**src/rtl/sync_trig_out_pkg.sv**
```systemverilog
package sync_trig_out_pkg;

  localparam int MODE_W  = 3;
  localparam int NUM_SRC = 1 << MODE_W;

  localparam logic [MODE_W-1:0] MODE_SWGEN  = 3'd0;
  localparam logic [MODE_W-1:0] MODE_CNTEN  = 3'd1;
  localparam logic [MODE_W-1:0] MODE_UPDATE = 3'd2;
  localparam logic [MODE_W-1:0] MODE_CCPULS = 3'd3;
  localparam logic [MODE_W-1:0] MODE_REF1   = 3'd4;
  localparam logic [MODE_W-1:0] MODE_REF2   = 3'd5;

  localparam int FIRST_IDLE = 6;

endpackage

```
**src/rtl/sto_rst_sync.sv**
```systemverilog
module sto_rst_sync #(
  parameter int STAGES = 2
) (
  input  logic clk,
  input  logic rst_n,
  output logic rst_n_sync
);

  logic [STAGES-1:0] shift_q;
  logic [STAGES-1:0] shift_d;

  always_comb begin
    shift_d = {shift_q[STAGES-2:0], 1'b1};
  end

  always_ff @(posedge clk or negedge rst_n) begin
    if (!rst_n) begin
      shift_q <= '0;
    end else begin
      shift_q <= shift_d;
    end
  end

  assign rst_n_sync = shift_q[STAGES-1];

endmodule

```
**src/rtl/sto_mode_reg.sv**
```systemverilog
module sto_mode_reg
  import sync_trig_out_pkg::*;
(
  input  logic              clk,
  input  logic              rst_n,
  input  logic              we_i,
  input  logic [MODE_W-1:0] wd_i,
  output logic [MODE_W-1:0] mode_o
);

  logic [MODE_W-1:0] mode_q;
  logic [MODE_W-1:0] mode_d;

  always_comb begin
    mode_d = wd_i;
  end

  always_ff @(posedge clk or negedge rst_n) begin
    if (!rst_n) begin
      mode_q <= MODE_SWGEN;
    end else if (we_i) begin
      mode_q <= mode_d;
    end
  end

  assign mode_o = mode_q;

endmodule

```
**src/rtl/sto_cen_gate.sv**
```systemverilog
module sto_cen_gate (
  input  logic ctl_i,
  input  logic gate_i,
  input  logic trig_i,
  output logic cen_o
);

  logic gate_pass;

  always_comb begin
    gate_pass = gate_i ? trig_i : 1'b1;
    cen_o     = ctl_i & gate_pass;
  end

endmodule

```
**src/rtl/sto_src_mux.sv**
```systemverilog
module sto_src_mux
  import sync_trig_out_pkg::*;
(
  input  logic [MODE_W-1:0] mode_i,
  input  logic              swgen_i,
  input  logic              cen_i,
  input  logic              upd_i,
  input  logic              cc1_i,
  input  logic              ref1_i,
  input  logic              ref2_i,
  output logic              sel_o
);

  logic [NUM_SRC-1:0] src;

  assign src[MODE_SWGEN]  = swgen_i;
  assign src[MODE_CNTEN]  = cen_i;
  assign src[MODE_UPDATE] = upd_i;
  assign src[MODE_CCPULS] = cc1_i;
  assign src[MODE_REF1]   = ref1_i;
  assign src[MODE_REF2]   = ref2_i;

  for (genvar i = FIRST_IDLE; i < NUM_SRC; i++) begin : g_idle
    assign src[i] = 1'b0;
  end

  always_comb begin
    sel_o = src[mode_i];
  end

endmodule

```
**src/rtl/sto_out_reg.sv**
```systemverilog
module sto_out_reg (
  input  logic clk,
  input  logic rst_n,
  input  logic d_i,
  output logic q_o
);

  logic trig_q;
  logic trig_d;

  always_comb begin
    trig_d = d_i;
  end

  always_ff @(posedge clk or negedge rst_n) begin
    if (!rst_n) begin
      trig_q <= 1'b0;
    end else begin
      trig_q <= trig_d;
    end
  end

  assign q_o = trig_q;

endmodule

```
**src/rtl/sync_trig_out.sv**
```systemverilog
module sync_trig_out
  import sync_trig_out_pkg::*;
#(
  parameter int SYNC_STAGES = 2
) (
  input  logic              clk,
  input  logic              rst_n,
  input  logic              mode_we_i,
  input  logic [MODE_W-1:0] mode_wd_i,
  input  logic              sw_upd_gen_i,
  input  logic              cnt_en_ctl_i,
  input  logic              gate_mode_i,
  input  logic              trig_in_i,
  input  logic              upd_evt_i,
  input  logic              cc1_evt_i,
  input  logic              oc_ref1_i,
  input  logic              oc_ref2_i,
  output logic              cnt_en_o,
  output logic              trig_o
);

  logic              rst_n_s;
  logic [MODE_W-1:0] mode_q;
  logic              cen;
  logic              trig_sel;

  sto_rst_sync #(.STAGES(SYNC_STAGES)) u_rst_sync (
    .clk        (clk),
    .rst_n      (rst_n),
    .rst_n_sync (rst_n_s)
  );

  sto_mode_reg u_mode_reg (
    .clk    (clk),
    .rst_n  (rst_n_s),
    .we_i   (mode_we_i),
    .wd_i   (mode_wd_i),
    .mode_o (mode_q)
  );

  sto_cen_gate u_cen_gate (
    .ctl_i  (cnt_en_ctl_i),
    .gate_i (gate_mode_i),
    .trig_i (trig_in_i),
    .cen_o  (cen)
  );

  sto_src_mux u_src_mux (
    .mode_i  (mode_q),
    .swgen_i (sw_upd_gen_i),
    .cen_i   (cen),
    .upd_i   (upd_evt_i),
    .cc1_i   (cc1_evt_i),
    .ref1_i  (oc_ref1_i),
    .ref2_i  (oc_ref2_i),
    .sel_o   (trig_sel)
  );

  sto_out_reg u_out_reg (
    .clk   (clk),
    .rst_n (rst_n_s),
    .d_i   (trig_sel),
    .q_o   (trig_o)
  );

  assign cnt_en_o = cen;

endmodule

```
**config.mk**
```make
export PLATFORM = sky130hd
export DESIGN_NAME = sync_trig_out
export DESIGN_NICKNAME = d
export VERILOG_FILES = /design/src/rtl/sync_trig_out_pkg.sv /design/src/rtl/sto_rst_sync.sv /design/src/rtl/sto_mode_reg.sv /design/src/rtl/sto_cen_gate.sv /design/src/rtl/sto_src_mux.sv /design/src/rtl/sto_out_reg.sv /design/src/rtl/sync_trig_out.sv
export SDC_FILE = /design/constraint.sdc
export NUM_CORES = 1
export LEC_CHECK = 0
export ABC_AREA = 1
export CAP_MARGIN = 5
export CORE_AREA = 2 2 39 41
export DETAILED_ROUTE_END_ITERATION = 7
export DIE_AREA = 0 0 41 43
export PLACE_DENSITY = 0.48
export REMOVE_ABC_BUFFERS = 1
export SLEW_MARGIN = 20
export SYNTH_ARGS = -nofsm -noshare
export SYNTH_HDL_FRONTEND = slang
export SYNTH_SLANG_ARGS = --single-unit
```
**constraint.sdc**
```tcl
create_clock -name clk -period 0.8 [get_ports clk]
set_clock_uncertainty 0.15 [all_clocks]
set_input_delay 0.12 -clock clk [delete_from_list [all_inputs] [get_ports clk]]
set_output_delay 0.12 -clock clk [all_outputs]
set_load 0.01 [all_outputs]
```
==> flow_summary.ini <==
[hold_path]
hp-class = primary input to async pin

[yosys]
ys_warn_count = 0
synth-seq-cells = 6
netlist_area_um2 = 262
synth_compound_area_share_pct = 12.4
synth.area.top_cells = dfrtp_1 (57%), nand2_1 (14%), o21ai_0 (7.7%)
synthSimpleGateAreaFrac_pct = 21.5
synth_cells = 32
synth_mux_area_share_pct = 0
synth_area_leader_cell = dfrtp_1
yosys.cell_types.count = 11
yosysSeqAreaShare_pct = 57.4
synth_top_area_share_pct = 57.4
synth_adder_area_share_pct = 0
synth_top_family_by_area = simple AND/OR/NAND/NOR gates
yosys.area_share.xor_xnor_pct = 0
avgSynthCellArea_um2 = 8.17

[finish]
layout_common_cells = nand2_1 (9), clkdlybuf4s50_1 (9), buf_4 (6), dfrtp_1 (6)
fillCellCount = 149
multi_input_area_um2 = 115
final_cells = 73
fin_nets = 73
area.growth.synth_to_final_pct = 97.6
drive_above_1_share_pct = 43.9
regArea_um2 = 150
num_antenna_cells = 0

[die]
core_mm2 = 0.00138
fp.dieArea_mm2 = 0.00176
io_pins = 16
die-width_um = 41
initial_core_util_pct = 18.9
die_y_um = 43
placementRows = 14

[timing]
rsz0062_at_grt = yes
setup-violations-final = 5
setup_ws_ns = -0.198
fin_worst_hold_slack_ns = -0.105
fin_crit_sh_pct = 125
slew_violations = 0
fin_setup_tns_ns = -0.692
finalCriticalPeriod_ns = 0.998
finalHoldViolCount = 6
max_freq_ghz = 1.00

[run_status]
violations = hold timing, setup timing
run_status = finished, violations left

[detailed_routing]
dr.pass1.iters = 3
postRouteAntennaNets = 0
totalWireLength_um = 576
post-route-drc-count = 0
viasPerCell = 3.82
via_count = 279
wire_per_inst_um = 7.89
first_iter_violations = 1

[place]
gp_congestion = 0.634
dp_hpwl_um = 465
io_buffers = 15
place_inst = 67

[clocking]
numClockSinks = 6
insertion_delay_ns = 0.24
cts_tree = yes
cts_root_buffer = clkbuf_4
h-tree-depth = 1
clk_path_buf_depth = 2
numCtsBuffers = 3
cts.clk_slew.worst_paths_ns = 0.05

[setup_path]
crit_fanout = 4
cp-end-kind = flop
required_ns = 0.78
slowest_stage = dfrtp_1
worstRegToRegCells = 7
criticalPathCategory = flop to flop
cp_common_cell = nand2_1
start_kind = flop
cp_data_arrival_time_ns = 0.97
cp_cell_sequence = inv_2 > nand2_2 > nand3_2 > nand2_1 > inv_1 > nand2_1 > nand2_1
cp_slowest_stage_delay_ns = 0.39

[global_route]
grtUsageTotal_pct = 10.1
grt_pass1_wl_um = 1150
grt_pass1_vias = 281
antenna_found_initial = 0
grt_overflow = 0
grt_max_degree = 7

[power_and_ir_drop]
irDropWorstVdd_mv = 0.542
p_per_area_mw_per_mm2 = 1590
p_leak_nw = 0.265

[run]
cap_viol_max_count = 0
layer usage:
layer	vias up	global-route usage, %	wire length [µm]
li1	152	-	-
met1	118	14.0	260
met2	7	11.3	273
met3	2	3.14	29
met4	0	10.0	12
met5	-	0	0
path summary, 6_finish.rpt:
path	startpoint	slack [ns]	to
max	u_mode_reg.mode_o[1]	-0.20	u_out_reg.q_o
min reg2reg	u_rst_sync.shift_q[1]	-0.09	u_mode_reg.mode_o[0]
max reg2reg	u_mode_reg.mode_o[1]	-0.20	u_out_reg.q_o
min	rst_n	-0.11	u_rst_sync.shift_q[0]
max in group asynchronous	u_rst_sync.shift_q[1]	0.42	u_mode_reg.mode_o[2]
min in group clk	mode_we_i	0.09	u_mode_reg.mode_o[2]
power breakdown:
group | leakage, nW | total [W] | switching, W | internal (W)
clock | 0.0138 | 0.000265 | 0.0000964 | 0.000169
sequential | 0.0719 | 0.000350 | 0.0000180 | 0.000332
combinational | 0.180 | 0.000205 | 0.0000755 | 0.000129
total | 0.265 | 0.000820 | 0.000190 | 0.000630
critical path, delay by kind of cell, from the launching register on:
family,cells,cell delay (ns)
buffers and inverters,2,0.10
DFF,1,0.39
and+or+nand+nor,5,0.24
flip-flops by register name, indices dropped and copies added, names as in the netlist:
signal and count:
u_rst_sync.shift_q 2, u_mode_reg.mode_o 3, u_out_reg.q_o 1
area by class of cell:
| type | count | share of cell area, % |
|---|---|---|
| Sequential cell | 6 | 29.1 |
| Timing Repair Buffer | 22 | 36.8 |
| Inverter | 5 | 3.63 |
| Clock buffer | 3 | 4.36 |
| Tap cell | 16 | 3.87 |
| Multi-Input combinational cell | 21 | 22.3 |
Yosys cell counts:
cell type and n:
nand2_1 10, conb_1 1, dfrtp_1 6, inv_1 3
nor2_1 1, inv_2 2, o21ai_0 4, a21boi_0 1
a21oi_1 1, nor3_1 1, nand3_1 2
repair_timing:
item	4_1_cts	5_1_grt
setup buffers	3	1
endpoints found under the hold margin	6	6
resized for setup	27	7
gates cloned	0	0
setup endpoints to repair	6	5
pin swaps	1	1
per-stage QoR:
stage | total power [W] | hold slack [ns] | instance area, µm² | util (%) | setup slack (ns)
after floorplan | 0.000405 | -0.326 | 262 | - | -0.141
final | 0.000820 | -0.105 | 517 | 37.3 | -0.198
after global routing | 0.000891 | -0.112 | 517 | 37.3 | -0.294
after global placement | 0.000530 | -0.0795 | 462 | 33.4 | -0.779
after CTS | 0.000819 | -0.112 | 493 | 35.6 | -0.222
after detailed placement | 0.000531 | -0.0763 | 462 | 33.4 | -0.802
cell families after synthesis:
group | count (synthesis)
AND/OR/NAND/NOR | 14
buffers and inverters | 5
flip-flops | 6
AO/OA/AOI/OAI | 6
other | 1
No activity file was read; power rests on OpenSTA's default activity.
